===== src/rtl/ctmr_pkg.sv =====
package ctmr_pkg;

   typedef enum logic [1:0] {
      SZ_B1 = 2'd0,
      SZ_B2 = 2'd1,
      SZ_B4 = 2'd2,
      SZ_B8 = 2'd3
   } acc_size_e;

   typedef enum logic [1:0] {
      SEL_NONE = 2'd0,
      SEL_SW   = 2'd1,
      SEL_CMP  = 2'd2,
      SEL_TIME = 2'd3
   } reg_sel_e;

endpackage


===== src/rtl/ctmr_decode.sv =====
module ctmr_decode
   import ctmr_pkg::*;
#(
   parameter int unsigned ADDR_W = 16,
   parameter logic [ADDR_W-1:0] OFF_SW   = 'h0000,
   parameter logic [ADDR_W-1:0] OFF_CMP  = 'h4000,
   parameter logic [ADDR_W-1:0] OFF_TIME = 'hBFF8
) (
   input  logic              wr_i,
   input  logic [ADDR_W-1:0] addr_i,
   input  logic [1:0]        size_i,
   output reg_sel_e          sel_o,
   output logic              legal_o
);

   acc_size_e sz;
   assign sz = acc_size_e'(size_i);

   always_comb begin
      sel_o   = SEL_NONE;
      legal_o = 1'b0;
      if (addr_i == OFF_SW) begin
         sel_o   = SEL_SW;
         legal_o = (sz == SZ_B4) || (sz == SZ_B8);
      end else if (addr_i == OFF_CMP) begin
         sel_o   = SEL_CMP;
         legal_o = (sz == SZ_B8);
      end else if (addr_i == OFF_TIME) begin
         sel_o   = SEL_TIME;
         legal_o = (sz == SZ_B8) && !wr_i;
      end
   end

endmodule


===== src/rtl/ctmr_timebase.sv =====
module ctmr_timebase #(
   parameter int unsigned W         = 64,
   parameter bit          CMP_SPLIT = 1'b1
) (
   input  logic         clk_i,
   input  logic         rst_ni,
   input  logic         tick_i,
   input  logic         cmp_we_i,
   input  logic [W-1:0] cmp_wdata_i,
   output logic [W-1:0] time_o,
   output logic [W-1:0] cmp_o,
   output logic         pend_o
);

   localparam int unsigned HALF = W / 2;

   logic [W-1:0] time_q, time_d, cmp_q, cmp_d;
   logic         pend_q, le_d;

   assign time_d = time_q + W'(tick_i);
   assign cmp_d  = cmp_we_i ? cmp_wdata_i : cmp_q;

   generate
      if (CMP_SPLIT) begin : g_cmp_split
         logic hi_lt, hi_eq, lo_le;
         assign hi_lt = cmp_d[W-1:HALF] <  time_d[W-1:HALF];
         assign hi_eq = cmp_d[W-1:HALF] == time_d[W-1:HALF];
         assign lo_le = cmp_d[HALF-1:0] <= time_d[HALF-1:0];
         assign le_d  = hi_lt || (hi_eq && lo_le);
      end else begin : g_cmp_flat
         assign le_d = cmp_d <= time_d;
      end
   endgenerate

   always_ff @(posedge clk_i or negedge rst_ni) begin
      if (!rst_ni) begin
         time_q <= '0;
         cmp_q  <= '1;
         pend_q <= 1'b0;
      end else begin
         time_q <= time_d;
         cmp_q  <= cmp_d;
         pend_q <= le_d;
      end
   end

   assign time_o = time_q;
   assign cmp_o  = cmp_q;
   assign pend_o = pend_q;

endmodule


===== src/rtl/ctmr_resp.sv =====
module ctmr_resp
   import ctmr_pkg::*;
#(
   parameter int unsigned W = 64
) (
   input  logic         clk_i,
   input  logic         rst_ni,
   input  logic         vld_i,
   input  logic         wr_i,
   input  logic         legal_i,
   input  reg_sel_e     sel_i,
   input  logic         sw_i,
   input  logic [W-1:0] cmp_i,
   input  logic [W-1:0] time_i,
   output logic         rsp_vld_o,
   output logic [W-1:0] rdata_o,
   output logic         ld_fault_o,
   output logic         st_fault_o
);

   logic [W-1:0] rd_d;

   always_comb begin
      rd_d = '0;
      if (vld_i && !wr_i && legal_i) begin
         unique case (sel_i)
            SEL_SW:   rd_d = {{(W-1){1'b0}}, sw_i};
            SEL_CMP:  rd_d = cmp_i;
            SEL_TIME: rd_d = time_i;
            default:  rd_d = '0;
         endcase
      end
   end

   always_ff @(posedge clk_i or negedge rst_ni) begin
      if (!rst_ni) begin
         rsp_vld_o  <= 1'b0;
         rdata_o    <= '0;
         ld_fault_o <= 1'b0;
         st_fault_o <= 1'b0;
      end else begin
         rsp_vld_o  <= vld_i;
         rdata_o    <= rd_d;
         ld_fault_o <= vld_i && !wr_i && !legal_i;
         st_fault_o <= vld_i &&  wr_i && !legal_i;
      end
   end

endmodule


===== src/rtl/ctmr_unit.sv =====
module ctmr_unit
   import ctmr_pkg::*;
#(
   parameter int unsigned ADDR_W    = 16,
   parameter int unsigned DATA_W    = 64,
   parameter logic [ADDR_W-1:0] OFF_SW   = 'h0000,
   parameter logic [ADDR_W-1:0] OFF_CMP  = 'h4000,
   parameter logic [ADDR_W-1:0] OFF_TIME = 'hBFF8,
   parameter bit          CMP_SPLIT = 1'b1
) (
   input  logic              clk_i,
   input  logic              rst_ni,
   input  logic              tick_i,
   input  logic              req_vld_i,
   input  logic              req_wr_i,
   input  logic [ADDR_W-1:0] req_addr_i,
   input  logic [1:0]        req_size_i,
   input  logic [DATA_W-1:0] req_wdata_i,
   output logic              rsp_vld_o,
   output logic [DATA_W-1:0] rsp_rdata_o,
   output logic              rsp_ld_fault_o,
   output logic              rsp_st_fault_o,
   output logic              irq_sw_o,
   output logic              irq_tmr_o
);

   if (DATA_W != 64) begin : g_bad_width
      $error("ctmr_unit: DATA_W must be 64");
   end
   if (ADDR_W < 16) begin : g_bad_addr
      $error("ctmr_unit: ADDR_W must cover offset 0xBFF8");
   end
   if ((OFF_SW % 8) != 0 || (OFF_CMP % 8) != 0 || (OFF_TIME % 8) != 0) begin : g_bad_align
      $error("ctmr_unit: register offsets must be 8-byte aligned");
   end

   reg_sel_e          sel;
   logic              legal;
   logic              sw_q;
   logic              sw_we, cmp_we;
   logic [DATA_W-1:0] time_q, cmp_q;

   ctmr_decode #(
      .ADDR_W  (ADDR_W),
      .OFF_SW  (OFF_SW),
      .OFF_CMP (OFF_CMP),
      .OFF_TIME(OFF_TIME)
   ) u_decode (
      .wr_i   (req_wr_i),
      .addr_i (req_addr_i),
      .size_i (req_size_i),
      .sel_o  (sel),
      .legal_o(legal)
   );

   assign sw_we  = req_vld_i && req_wr_i && legal && (sel == SEL_SW);
   assign cmp_we = req_vld_i && req_wr_i && legal && (sel == SEL_CMP);

   always_ff @(posedge clk_i or negedge rst_ni) begin
      if (!rst_ni)    sw_q <= 1'b0;
      else if (sw_we) sw_q <= req_wdata_i[0];
   end

   ctmr_timebase #(
      .W        (DATA_W),
      .CMP_SPLIT(CMP_SPLIT)
   ) u_timebase (
      .clk_i      (clk_i),
      .rst_ni     (rst_ni),
      .tick_i     (tick_i),
      .cmp_we_i   (cmp_we),
      .cmp_wdata_i(req_wdata_i),
      .time_o     (time_q),
      .cmp_o      (cmp_q),
      .pend_o     (irq_tmr_o)
   );

   ctmr_resp #(
      .W(DATA_W)
   ) u_resp (
      .clk_i     (clk_i),
      .rst_ni    (rst_ni),
      .vld_i     (req_vld_i),
      .wr_i      (req_wr_i),
      .legal_i   (legal),
      .sel_i     (sel),
      .sw_i      (sw_q),
      .cmp_i     (cmp_q),
      .time_i    (time_q),
      .rsp_vld_o (rsp_vld_o),
      .rdata_o   (rsp_rdata_o),
      .ld_fault_o(rsp_ld_fault_o),
      .st_fault_o(rsp_st_fault_o)
   );

   assign irq_sw_o = sw_q;

endmodule


===== config.mk =====
export PLATFORM = sky130hd
export DESIGN_NAME = ctmr_unit
export DESIGN_NICKNAME = d
export VERILOG_FILES = /design/src/rtl/ctmr_pkg.sv /design/src/rtl/ctmr_decode.sv /design/src/rtl/ctmr_timebase.sv /design/src/rtl/ctmr_resp.sv /design/src/rtl/ctmr_unit.sv
export SDC_FILE = /design/constraint.sdc
export NUM_CORES = 1
export LEC_CHECK = 0
export BUFFER_PORTS_ARGS = -buffer_cell sky130_fd_sc_hd__buf_4
export CORE_AREA = 2 2 136 138
export CTS_CLUSTER_SIZE = 12
export DETAILED_ROUTE_END_ITERATION = 8
export DIE_AREA = 0 0 138 140
export GPL_ROUTABILITY_DRIVEN = 0
export HOLD_SLACK_MARGIN = 0.08
export PLACE_DENSITY = 0.82
export SYNTH_ARGS = -nofsm -noshare
export SYNTH_HDL_FRONTEND = slang
export SYNTH_HIERARCHICAL = 1
export SYNTH_SLANG_ARGS = --single-unit

===== constraint.sdc =====
create_clock -name clk_i -period 3.7 [get_ports clk_i]
set_input_delay 0.185 -clock clk_i [delete_from_list [all_inputs] [get_ports clk_i]]
set_output_delay 0.185 -clock clk_i [all_outputs]
set_load 0.02 [all_outputs]

==> results.rst, run 1 <==
.. list-table::
   :header-rows: 1

   * - Metric
     - Value
   * - Share of the core filled with cells
     - 74.36%
   * - Cell type with the highest aggregate area in the netlist
     - sky130_fd_sc_hd__dfrtp_1
   * - Upper clock frequency limit
     - roughly 0.28 GHz
   * - Reg clk slew, reported paths
     - roughly 70 ps
   * - Arr. time, crit path
     - 3940 ps
   * - Synthesized netlist net count
     - between 900 and 1000
   * - Tcrit/Tclk final
     - 96.52%
   * - Final antenna diode count
     - 0
   * - Count of placed standard cells including taps
     - approximately 1300
   * - Count leader, synth
     - sky130_fd_sc_hd__dfrtp_1
   * - Count of final setup violators
     - 0
   * - Share of the synthesized area in the top cell type
     - between 30% and 40%
   * - Number of distinct library cells after synthesis
     - 52
   * - Cell area after placement
     - ~12000 um^2
   * - Average vias per placed instance
     - between 5 and 6
   * - First-pass GRT wire length
     - about 40000 um
   * - GRT overflow
     - 0
   * - Critical-path maximum fanout
     - 4
   * - Number of top-level design ports
     - 156
   * - Setup TNS
     - 0 ps
   * - Setup slack, reg-to-reg
     - roughly 150 ps
   * - Main synth FF type
     - sky130_fd_sc_hd__dfrtp_1
   * - TritonCTS clock tree
     - done
   * - DRC violations left
     - 0
   * - Antenna violation net count after detailed routing
     - 0
   * - Reg2Reg Capture Point
     - u_timebase/pend_o
   * - Post-DR wirelength/cell
     - roughly 18 um
   * - Final setup skew
     - between 10 and 15 ps
   * - Insertion delay of the later-clocked pin in the worst-skew pair
     - 430 ps
   * - Worst supply voltage drop on vdd
     - between 0.0003 and 0.0004 V
   * - Post-synthesis instance total
     - 840
   * - Pin count of the biggest net entering global routing
     - about 110
   * - Cell depth of the worst flop-to-flop path
     - 14
   * - Number of nets in the layout
     - between 1000 and 1500
   * - Beginning of the critical path
     - tick_i
   * - Number of enable flip-flop cells after synthesis
     - 0
   * - Share of flip-flops with an asynchronous set or reset
     - 100.0%
   * - Transition time of the tightest slew-check pin
     - between 800 and 900 ps
   * - Buffers on Ports
     - 155
   * - Number of antenna violations at the first check in global routing
     - 0
   * - Area of the die
     - 19320 um^2
   * - Design area
     - approximately 13000 um^2
   * - Max_slew headroom
     - 40.90%
   * - Power Dens Cells
     - ~340 nW/um^2
   * - Aggregate global-route resource usage
     - ~26%
   * - Biggest area contributors in the synthesized netlist
     - sky130_fd_sc_hd__dfrtp_1 (33%), sky130_fd_sc_hd__dfstp_2 (17%), sky130_fd_sc_hd__ha_1 (8.3%)
   * - Critical Path Sink Type
     - flop
   * - Required arrival time at the worst endpoint
     - 4070 ps
   * - Starting density of the core
     - roughly 56%
   * - Height of the chip
     - 140 um
   * - CTS Buffer Depth
     - 2
   * - Share of layout cells above drive strength 1
     - a little over a third
   * - Die width
     - approximately 140 um
   * - Mean instance size in the synthesized netlist
     - around 12 um^2
   * - Outcome
     - complete, no violations
   * - Fillers
     - roughly 1200
   * - Total wire length after detailed routing
     - around 25000 um
   * - Max-slew violations
     - 0
   * - Number of failing hold endpoints at the final stage
     - 0
   * - Yosys warns
     - 6
   * - Total CTS buffers
     - 17
   * - Type of the worst setup path
     - primary input to flop
   * - Crit path capture
     - u_timebase/pend_o
   * - 1st-iter DRT viols
     - ~490
   * - Final HPWL from detailed placement
     - between 15000 and 20000 um
   * - Multi-input logic area
     - 4793 um^2
   * - Reg-to-Reg Start
     - u_timebase/time_o[22]
   * - Worst min path class
     - primary input to flop
   * - Layout overhead on the synthesized area
     - 32.45%
   * - Max cap viols
     - 0
   * - Number of vias in the routed layout
     - 7512
   * - Leakage
     - between 6 and 7 nW
   * - Vias in the first global route
     - between 7000 and 8000
   * - Flip-flop and latch area
     - between 5000 and 6000 um^2
   * - Std-Cell Rows
     - 49
   * - Syn Std Cell Area
     - roughly 10000 um^2
   * - Clock period minus final worst setup slack
     - about 3600 ps
   * - Proportion of synthesized chip area in sequential cells
     - about half
   * - H-tree depth
     - 4
   * - Total clock sinks
     - 197
   * - Startpoint class of the critical path
     - primary input
   * - Register bit total from synthesis
     - around 200
   * - Pre-antenna DRT Iters
     - 5
   * - Number of standard cells in the final layout excluding fillers
     - between 1000 and 1500
   * - Area of the placeable core
     - between 15000 and 20000 um^2
   * - List of most frequent post-synthesis cells
     - sky130_fd_sc_hd__dfrtp_1 (133), sky130_fd_sc_hd__nor2_1 (85), sky130_fd_sc_hd__ha_1 (66), sky130_fd_sc_hd__mux2i_1 (66), sky130_fd_sc_hd__dfstp_2 (64)
   * - Buffer cell driving the clock tree root
     - sky130_fd_sc_hd__clkbuf_16
   * - Hold Crit Depth
     - 4
## timing repair
action | CTS | global route
resized for setup | 0 | 19
setup endpoints to repair | 0 | 1
hold endpoints to repair | 137 | 0
hold buffers | 68 | 0
buffers inserted | 0 | 7
## report_power, final
group	total [W]	switching [W]	leakage (nW)	internal (W)
clock	0.00181	0.000828	0.284	0.000985
sequential	0.00222	0.0000284	2.49	0.00220
combinational	0.000446	0.000219	3.62	0.000227
total	0.00448	0.00108	6.39	0.00341
## final cells by class
| type | instances | share of cell area [%] |
|---|---|---|
| timing repair buffer | 294 | 18.28 |
| tap | 229 | 2.167 |
| clock buffer | 21 | 3.558 |
| multi-input combinational | 583 | 36.25 |
| sequential | 197 | 37.89 |
| clock inverter | 11 | 0.7381 |
| inverter | 39 | 1.107 |
## worst max-delay path, stage by stage
cell and delay (ps):
sky130_fd_sc_hd__dlygate4sd3_1 530, sky130_fd_sc_hd__buf_4 110, sky130_fd_sc_hd__ha_1 160, sky130_fd_sc_hd__and2_1 180, sky130_fd_sc_hd__nand4_1 180, sky130_fd_sc_hd__or4_4 480, sky130_fd_sc_hd__nor2_4 200, sky130_fd_sc_hd__buf_4 160
sky130_fd_sc_hd__nand3_1 130, sky130_fd_sc_hd__xor2_1 180, sky130_fd_sc_hd__ha_1 330, sky130_fd_sc_hd__a21oi_1 160, sky130_fd_sc_hd__nor2_1 70, sky130_fd_sc_hd__a211oi_1 240, sky130_fd_sc_hd__o21ai_0 180, sky130_fd_sc_hd__a221oi_2 350
sky130_fd_sc_hd__a211o_1 130
## flip-flops by register name, summed over array words and instances (netlist names)
register,flops
u_resp/rdata_o,64
u_timebase/cmp_o,64
u_timebase/time_o,64
irq_sw_o,1
u_resp/ld_fault_o,1
u_resp/rsp_vld_o,1
u_resp/st_fault_o,1
u_timebase/pend_o,1
## cell families after synthesis
| family | after synthesis | synth area share, % |
|---|---|---|
| xor+xnor | 91 | 8.060 |
| mux | 129 | 13.73 |
| flops | 197 | 50.19 |
| fa+ha+maj | 66 | 8.273 |
| buf+inv | 60 | 2.795 |
| compound gates | 58 | 3.572 |
| simple gates | 239 | 13.39 |
## per-stage QoR
step | worst slack [ps] | total power, W | hold slack (ps)
after floorplan | 0.3206 | 0.002410 | -110.6
after global placement | -174.5 | 0.002628 | 359.9
after detailed placement | -325.8 | 0.002634 | 358.6
after CTS | 3.216 | 0.004503 | 171.5
after global routing | -21.41 | 0.004651 | 189.2
final | 128.7 | 0.004483 | 183.1
## worst min path at each step
stage,startpoint,end,slack (ps)
floorplan,rst_ni,irq_sw_o,-110
global placement,rst_ni,u_resp/rdata_o[22],360
detailed placement,rst_ni,u_resp/rdata_o[21],360
CTS,req_size_i[1],u_resp/ld_fault_o,170
global route,req_size_i[1],u_resp/st_fault_o,190
finish,req_size_i[1],u_resp/ld_fault_o,180
## routing by layer
metal,wire (um),global-route usage (%),share of wire (%),vias to the layer above
met5,0,0,0,-
met4,484,8.217,1.9,0
met3,915,4.137,3.7,38
met2,12640,44.45,51,200
met1,10820,32.81,44,3749
li1,-,-,-,3525
## layout by cell type, fill, tap and decap left out, types with 3 or more instances in the layout
cell / netlist / routed
sky130_fd_sc_hd__nor2_1: 85 / 83
sky130_fd_sc_hd__a21o_1: 13 / 13
sky130_fd_sc_hd__clkbuf_16: 0 / 18
sky130_fd_sc_hd__dfstp_2: 64 / 64
sky130_fd_sc_hd__ha_1: 66 / 66
sky130_fd_sc_hd__mux2_2: 62 / 62
sky130_fd_sc_hd__and2_1: 6 / 6
sky130_fd_sc_hd__nor4_2: 0 / 3
sky130_fd_sc_hd__buf_4: 0 / 222
sky130_fd_sc_hd__inv_1: 39 / 39
sky130_fd_sc_hd__and3_1: 17 / 17
sky130_fd_sc_hd__nor4_1: 8 / 5
sky130_fd_sc_hd__nand2_1: 34 / 33
sky130_fd_sc_hd__dfrtp_1: 133 / 133
sky130_fd_sc_hd__a21oi_1: 25 / 25
sky130_fd_sc_hd__o21ai_0: 10 / 7
sky130_fd_sc_hd__and4_1: 9 / 8
sky130_fd_sc_hd__clkbuf_8: 0 / 4
sky130_fd_sc_hd__xnor2_1: 47 / 47
sky130_fd_sc_hd__nand4_1: 20 / 20
sky130_fd_sc_hd__xor2_1: 43 / 43
sky130_fd_sc_hd__nor2b_1: 4 / 4
sky130_fd_sc_hd__inv_6: 0 / 3
sky130_fd_sc_hd__dlygate4sd3_1: 0 / 68
sky130_fd_sc_hd__clkinv_2: 0 / 5
sky130_fd_sc_hd__nand4_2: 4 / 4
sky130_fd_sc_hd__nand3_1: 25 / 24
sky130_fd_sc_hd__mux2i_1: 66 / 66
No activity file was read; power rests on OpenSTA's default activity.
==> run 2, diff against run 1 <==
--- a/config.mk
+++ b/config.mk
@@ -13,6 +13,7 @@
 export GPL_ROUTABILITY_DRIVEN = 0
 export HOLD_SLACK_MARGIN = 0.08
 export PLACE_DENSITY = 0.82
+export REMOVE_ABC_BUFFERS = 1
 export SYNTH_ARGS = -nofsm -noshare
 export SYNTH_HDL_FRONTEND = slang
 export SYNTH_HIERARCHICAL = 1
==> constraint.sdc (replaced) <==
create_clock -name clk_i -period 4.1 [get_ports clk_i]
set_input_delay 0.205 -clock clk_i [delete_from_list [all_inputs] [get_ports clk_i]]
set_output_delay 0.205 -clock clk_i [all_outputs]
set_load 0.02 [all_outputs]
==> run 2 against run 1 <==
Net effect: register-to-register slack better by 140 ps; die area stayed put; via count is 4.5% lower; clock power hardly changed; core utilization is 2.5 points lower; clock skew is 1.0 ps lower; global-route usage is 0.89 points lower; clock-buffer cell count is 3 lower; worst setup slack better by 45 ps; hold slack better by 25 ps.
==> results.rst, run 2 (synthesis gave the netlist of run 1 again) <==
.. list-table::
   :header-rows: 1

   * - Metric
     - Value
   * - Outcome
     - complete, no violations
   * - Std-Cell Rows
     - 49
   * - Max-slew violations
     - 0
   * - Reg-to-Reg Start
     - u_timebase/time_o[2]
   * - Cell type group with the largest total delay on the critical path
     - simple AND/OR/NAND/NOR gates
   * - Number of nets in the layout
     - between 1000 and 1500
   * - P_sw
     - ~0.00097 W
   * - Start point of the worst hold path
     - req_size_i[1]
   * - Aggregate global-route resource usage
     - roughly 25%
   * - Insertion delay of the later-clocked pin in the worst-skew pair
     - 440 ps
   * - Arr. time, crit path
     - ~4200 ps
   * - Unrepaired setup endpoints after global routing
     - no
   * - Upper clock frequency limit
     - about 0.25 GHz
   * - Antenna violation net count after detailed routing
     - 0
   * - Max cap viols
     - 0
   * - Commonest non-fill, non-tap cell in the layout
     - sky130_fd_sc_hd__buf_4
   * - Number of top-level design ports
     - approximately 160
   * - Buffers on Ports
     - roughly 160
   * - Average vias per placed instance
     - 5.437
   * - Pre-antenna DRT Iters
     - 4
   * - Critical-path top delay cell
     - sky130_fd_sc_hd__dlygate4sd3_1
   * - Worst supply voltage drop on vdd
     - between 0.0003 and 0.0004 V
   * - Share of the core filled with cells
     - a little under three quarters
   * - Layout overhead on the synthesized area
     - 27.94%
   * - Total clock sinks
     - 197
   * - Share of power burned in registers
     - approximately half
   * - Startpoint class of the critical path
     - primary input
   * - Tcrit/Tclk final
     - 95.77%
   * - Clock period minus final worst setup slack
     - approximately 4000 ps
   * - Reg clk slew, reported paths
     - roughly 70 ps
   * - Required arrival time at the worst endpoint
     - roughly 4400 ps
   * - Cell breakdown of the critical path
     - dlygate4sd3_1 -> buf_4 -> and4b_1 -> o21a_1 -> nand3_1 -> nor3b_2 -> buf_12 -> buf_4 -> mux2_2 -> ha_1 -> nand4_1 -> nor4_1 -> nand4_1 -> a21o_1 -> a211o_1
   * - Setup TNS
     - 0 ps
   * - Height of the chip
     - 140 um
   * - Type of the worst setup path
     - primary input to flop
   * - Power Dens Cells
     - 326.4 nW/um^2
   * - TritonCTS clock tree
     - done
   * - Share of layout cells above drive strength 1
     - 32.14%
   * - First-pass GRT wire length
     - around 38000 um
   * - Number of vias in the routed layout
     - 7171
   * - Leakage
     - about 6.1 nW
   * - GRT overflow
     - 0
   * - Total CTS buffers
     - 17
   * - Count of placed standard cells including taps
     - approximately 1200
   * - Fraction of power spent switching nets
     - approximately a quarter
   * - Vias in the first global route
     - ~7500
   * - Starting density of the core
     - 56.14%
   * - Die width
     - about 140 um
   * - DRC violations left
     - 0
   * - Max_slew headroom
     - 28.46%
   * - Number of failing hold endpoints at the final stage
     - 0
   * - Transition time of the tightest slew-check pin
     - around 1100 ps
   * - Area of the die
     - about 19000 um^2
   * - Buffer cell driving the clock tree root
     - sky130_fd_sc_hd__clkbuf_16
   * - Clk network pwr share
     - a little over two fifths
   * - Final HPWL from detailed placement
     - roughly 16000 um
   * - Number of standard cells in the final layout excluding fillers
     - 1319
   * - Pin count of the biggest net entering global routing
     - around 130
   * - 1st-iter DRT viols
     - 300
   * - Critical Path Sink Type
     - flop
   * - Commonest cells after routing, fill and taps aside
     - sky130_fd_sc_hd__buf_4 (168), sky130_fd_sc_hd__dfrtp_1 (133), sky130_fd_sc_hd__nor2_1 (84)
   * - Post-DR wirelength/cell
     - 17.51 um
   * - Combinational group share of total power
     - slightly above 8%
   * - Beginning of the critical path
     - req_wr_i
   * - Number of antenna violations at the first check in global routing
     - 0
   * - Largest stage delay on the critical path
     - about 530 ps
   * - Final setup skew
     - ~9.4 ps
   * - H-tree depth
     - 4
   * - Critical-path maximum fanout
     - 44
   * - Worst min path class
     - primary input to flop
   * - Area of the placeable core
     - between 15000 and 20000 um^2
   * - CTS Buffer Depth
     - 2
   * - Count of final setup violators
     - 0
   * - Buf+Inv Stages, Crit Path
     - 4
   * - Total wire length after detailed routing
     - between 20000 and 25000 um
   * - Internal Power
     - between 0.003 and 0.004 W
==> run 2: changes by cell type in the layout (fill, tap and decap cells not counted), moves of 2 or more <==
cell,delta
sky130_fd_sc_hd__clkbuf_8,-2
sky130_fd_sc_hd__nor4_1,+3
sky130_fd_sc_hd__bufinv_16,+3
sky130_fd_sc_hd__inv_8,+2
sky130_fd_sc_hd__buf_4,-54
sky130_fd_sc_hd__nor3_1,+2
sky130_fd_sc_hd__nor3b_2,+2
sky130_fd_sc_hd__clkinv_2,-2
sky130_fd_sc_hd__o21ai_0,+2
sky130_fd_sc_hd__o21ai_1,-2
sky130_fd_sc_hd__nor4_2,-3
sky130_fd_sc_hd__nor3b_4,-2
==> run 2: power groups by stage <==
| stage | logic [W] | registers [W] | clock network (W) |
|---|---|---|---|
| floorplan | 0.000126 | 0.00205 | 0 |
| global placement | 0.000273 | 0.00206 | 0 |
| detailed placement | 0.000279 | 0.00206 | 0 |
| CTS | 0.000341 | 0.00203 | 0.00183 |
| global route | 0.000378 | 0.00203 | 0.00192 |
| finish | 0.000343 | 0.00203 | 0.00180 |
==> run 2: what timing repair did <==
action	in CTS	in global routing
resized for setup	0	1
setup buffers	0	0
endpoints found under the setup margin	0	1
hold endpoints to repair	153	0
hold buffers	68	0
==> run 2: worst min-delay path: stages <==
cell	delay (ps)
sky130_fd_sc_hd__buf_4	80
sky130_fd_sc_hd__o21a_1	130
sky130_fd_sc_hd__buf_4	140
sky130_fd_sc_hd__nor2_1	50
==> run 2: layer usage <==
| metal | part of all wire, % | vias up | track usage [%] | routed length, um |
|---|---|---|---|---|
| met3 | 3.6 | 50 | 4.068 | 828 |
| met1 | 43 | 3540 | 31.23 | 10010 |
| li1 | - | 3409 | - | - |
| met5 | 0 | - | 0 | 0 |
| met4 | 3.3 | 0 | 10.96 | 760 |
| met2 | 50 | 172 | 41.90 | 11500 |
==> run 2: final timing paths <==
| path | endpoint | slack, ps | cells past startpoint |
|---|---|---|---|
| setup / recovery | u_timebase/pend_o | 170 | 15 |
| min in group asynchronous | u_resp/rdata_o[39] | 490 | 2 |
| hold reg to reg | u_timebase/time_o[13] | 520 | 1 |
| setup reg to reg | u_timebase/pend_o | 290 | 13 |
| max in group asynchronous | u_timebase/cmp_o[22] | 2470 | 3 |
| hold / removal | u_resp/st_fault_o | 210 | 4 |
==> run 2: stage by stage <==
stage	power, W	hold slack, ps	cell area, um^2	worst slack, ps
2_1_floorplan	0.002175	-90.59	9849	-13070
3_3_place_gp	0.002330	371.3	11450	186.5
3_5_place_dp	0.002340	381.1	11450	-60.06
4_1_cts	0.004199	185.5	12770	197.3
5_1_grt	0.004329	227.0	12770	16.06
6_report	0.004169	208.6	12770	173.4
==> run 2: final cells by class <==
type / instances / area, um^2
antenna: 1 / 2.502
timing repair buffer: 238 / 1976
multi-input combinational: 583 / 4712
sequential: 197 / 5010
inverter: 39 / 146.4
clock inverter: 14 / 198.9
fill: 1228 / 5009
tap: 229 / 286.5
clock buffer: 18 / 439.2
==> run 3, diff against run 2 <==
--- a/config.mk
+++ b/config.mk
@@ -12,7 +12,7 @@
 export DIE_AREA = 0 0 138 140
 export GPL_ROUTABILITY_DRIVEN = 0
 export HOLD_SLACK_MARGIN = 0.08
-export PLACE_DENSITY = 0.82
+export PLACE_DENSITY_LB_ADDON = 0.25
 export REMOVE_ABC_BUFFERS = 1
 export SYNTH_ARGS = -nofsm -noshare
 export SYNTH_HDL_FRONTEND = slang
==> run 3 against run 2 <==
Net effect: via count decreased by 1.5%; core utilization increased by 0.091 points; final area grew 0.13%; sequential share of layout area fell by 0.050 points; die area unchanged; clock-buffer cell count rose by 3; largest cell class unchanged; highest routed layer unchanged.
==> results.rst, run 3 (synthesis gave the netlist of run 1 again) <==
.. list-table::
   :header-rows: 1

   * - Metric
     - Value
   * - CTS Buffer Depth
     - 2
   * - Worst min path class
     - primary input to flop
   * - Die width
     - ~140 um
   * - 1st-iter DRT viols
     - ~390
   * - H-tree depth
     - 4
   * - P_sw
     - approximately 0.00093 W
   * - Buffer cell driving the clock tree root
     - sky130_fd_sc_hd__clkbuf_16
   * - Total clock sinks
     - between 150 and 200
   * - Number of vias in the routed layout
     - between 7000 and 8000
   * - Reg clk slew, reported paths
     - 70 ps
   * - Area of the die
     - 19320 um^2
   * - Buffers on Ports
     - around 160
   * - Insertion delay of the later-clocked pin in the worst-skew pair
     - roughly 430 ps
   * - Final HPWL from detailed placement
     - roughly 15000 um
   * - Unrepaired setup endpoints after global routing
     - no
   * - Pre-antenna DRT Iters
     - 5
   * - Internal Power
     - between 0.003 and 0.004 W
   * - Number of top-level design ports
     - 156
   * - Clock period minus final worst setup slack
     - between 3000 and 4000 ps
   * - Type of the worst setup path
     - flop to flop
   * - Final setup skew
     - about 9.6 ps
   * - Fraction of power spent switching nets
     - 22.99%
   * - Tcrit/Tclk final
     - approximately 95%
   * - Number of antenna violations at the first check in global routing
     - 0
   * - Post-DR wirelength/cell
     - 16.72 um
   * - Std-Cell Rows
     - 49
   * - Cell type group with the largest total delay on the critical path
     - simple AND/OR/NAND/NOR gates
   * - Number of failing hold endpoints at the final stage
     - 0
   * - Layout overhead on the synthesized area
     - 28.10%
   * - Antenna violation net count after detailed routing
     - 0
   * - Required arrival time at the worst endpoint
     - 4460 ps
   * - Critical Path Sink Type
     - flop
   * - Max-slew violations
     - 0
   * - Combinational group share of total power
     - roughly 8.2%
   * - Startpoint class of the critical path
     - flop
   * - DRC violations left
     - 0
   * - Most common cell type on the critical path
     - sky130_fd_sc_hd__a21o_1
   * - Cell breakdown of the critical path
     - and4_1 -> nand3_2 -> or4_4 -> nor2_4 -> nand2_1 -> xor2_1 -> ha_1 -> a21o_1 -> a21o_1 -> a21oi_1 -> o21ai_0 -> a221oi_1 -> a211o_1
   * - Max cap viols
     - 0
   * - Critical-path top delay cell
     - sky130_fd_sc_hd__or4_4
   * - Starting density of the core
     - between 50% and 60%
   * - Outcome
     - complete, no violations
   * - Transition time of the tightest slew-check pin
     - between 900 and 1000 ps
   * - Commonest non-fill, non-tap cell in the layout
     - sky130_fd_sc_hd__buf_4
   * - Power Dens Cells
     - 315.0 nW/um^2
   * - Upper clock frequency limit
     - 0.2578 GHz
   * - Max_slew headroom
     - 38.26%
   * - Count of final setup violators
     - 0
   * - Area of the placeable core
     - 17780 um^2
   * - Pin count of the biggest net entering global routing
     - between 100 and 150
   * - Final antenna diode count
     - 0
   * - Average vias per placed instance
     - approximately 5.4
   * - Critical-path maximum fanout
     - 9
   * - Height of the chip
     - roughly 140 um
   * - Share of power burned in registers
     - 50.3%
   * - Vias in the first global route
     - 7437
   * - Smallest hold slack
     - ~220 ps
   * - Commonest cells after routing, fill and taps aside
     - sky130_fd_sc_hd__buf_4 (167), sky130_fd_sc_hd__dfrtp_1 (133), sky130_fd_sc_hd__nor2_1 (85)
   * - Number of nets in the layout
     - about 1200
   * - Buf+Inv Stages, Crit Path
     - 0
   * - Share of layout cells above drive strength 1
     - roughly 32%
   * - Fillers
     - 1249
   * - Arr. time, crit path
     - approximately 4200 ps
   * - First-pass GRT wire length
     - approximately 37000 um
   * - Leakage
     - between 6 and 7 nW
   * - Share of the core filled with cells
     - a little under three quarters
   * - GRT overflow
     - 0
   * - Clk network pwr share
     - between 40% and 50%
   * - Final setup margin
     - between 200 and 250 ps
   * - Largest stage delay on the critical path
     - slightly below 600 ps
   * - Worst supply voltage drop on vdd
     - roughly 0.0003 V
   * - Total CTS buffers
     - 17
   * - Setup TNS
     - 0 ps
   * - Placement Setup Slack
     - -1.676 ps
   * - Total wire length after detailed routing
     - roughly 22000 um
   * - Aggregate global-route resource usage
     - between 20% and 30%
   * - TritonCTS clock tree
     - done
==> run 3: cell types whose count changed in the layout (fill, tap and decap cells not counted), moves of 2 or more <==
| cell | delta |
|---|---|
| sky130_fd_sc_hd__buf_12 | +3 |
| sky130_fd_sc_hd__bufinv_16 | -2 |
| sky130_fd_sc_hd__clkbuf_8 | +2 |
| sky130_fd_sc_hd__clkinv_4 | +2 |
| sky130_fd_sc_hd__clkinvlp_4 | -2 |
| sky130_fd_sc_hd__inv_8 | -2 |
==> run 3: metal layers <==
metal | up-vias | global-route usage [%] | share of wire, %
met5 | - | 0 | 0
met4 | 0 | 7.734 | 2.0
met3 | 29 | 3.111 | 3.1
met2 | 145 | 41.12 | 51
met1 | 3481 | 30.50 | 44
li1 | 3410 | - | -
==> run 3: cell type report <==
cell class | instances | area [um^2] | share of cell area [%]
clock buffer | 21 | 470.5 | 3.679
clock inverter | 11 | 123.9 | 0.9687
inverter | 39 | 146.4 | 1.145
multi-input combinational | 583 | 4722 | 36.93
sequential | 197 | 5010 | 39.18
tap | 229 | 286.5 | 2.241
timing repair buffer | 240 | 2028 | 15.86
==> run 3: path summary, 6_finish.rpt <==
kind | startpoint | end | slack, ps | depth (start not counted)
hold / removal | req_size_i[1] | u_resp/st_fault_o | 220 | 4
max in group asynchronous | rst_ni | u_timebase/cmp_o[24] | 2670 | 3
setup / recovery | u_timebase/time_o[15] | u_timebase/pend_o | 220 | 13
setup reg to reg | u_timebase/time_o[15] | u_timebase/pend_o | 220 | 13
hold reg to reg | u_timebase/time_o[13] | u_timebase/time_o[13] | 510 | 1
min in group asynchronous | rst_ni | u_resp/rdata_o[55] | 450 | 2
==> run 3: through the flow <==
step | cells | total power [W] | instance area, um^2
after CTS | 1320 | 0.004064 | 12770
after global placement | 1220 | 0.002328 | 11500
after global routing | 1320 | 0.004182 | 12790
after floorplan | 819 | 0.002175 | 9849
final | 1320 | 0.004028 | 12790
after detailed placement | 1220 | 0.002333 | 11500
==> run 3: what timing repair did <==
item	in CTS	in global routing
setup buffers	0	0
gates resized for setup	0	2
setup endpoints to repair	0	1
hold buffers	68	0
hold endpoints to repair	150	0
==> run 3: worst register-to-register path, stage by stage, from the launching register on <==
cell,delay [ps]
sky130_fd_sc_hd__dfrtp_1,440
sky130_fd_sc_hd__and4_1,290
sky130_fd_sc_hd__nand3_2,200
sky130_fd_sc_hd__or4_4,590
sky130_fd_sc_hd__nor2_4,280
sky130_fd_sc_hd__nand2_1,160
sky130_fd_sc_hd__xor2_1,160
sky130_fd_sc_hd__ha_1,310
sky130_fd_sc_hd__a21o_1,180
sky130_fd_sc_hd__a21o_1,160
sky130_fd_sc_hd__a21oi_1,160
sky130_fd_sc_hd__o21ai_0,170
sky130_fd_sc_hd__a221oi_1,540
sky130_fd_sc_hd__a211o_1,170
==> run 3: power by group through the flow <==
stage / clock, W / combinational, W / sequential (W)
6_report: 0.00167 / 0.000329 / 0.00202
5_1_grt: 0.00178 / 0.000368 / 0.00203
4_1_cts: 0.00171 / 0.000330 / 0.00202
3_5_place_dp: 0 / 0.000275 / 0.00206
3_3_place_gp: 0 / 0.000270 / 0.00206
2_1_floorplan: 0 / 0.000126 / 0.00205
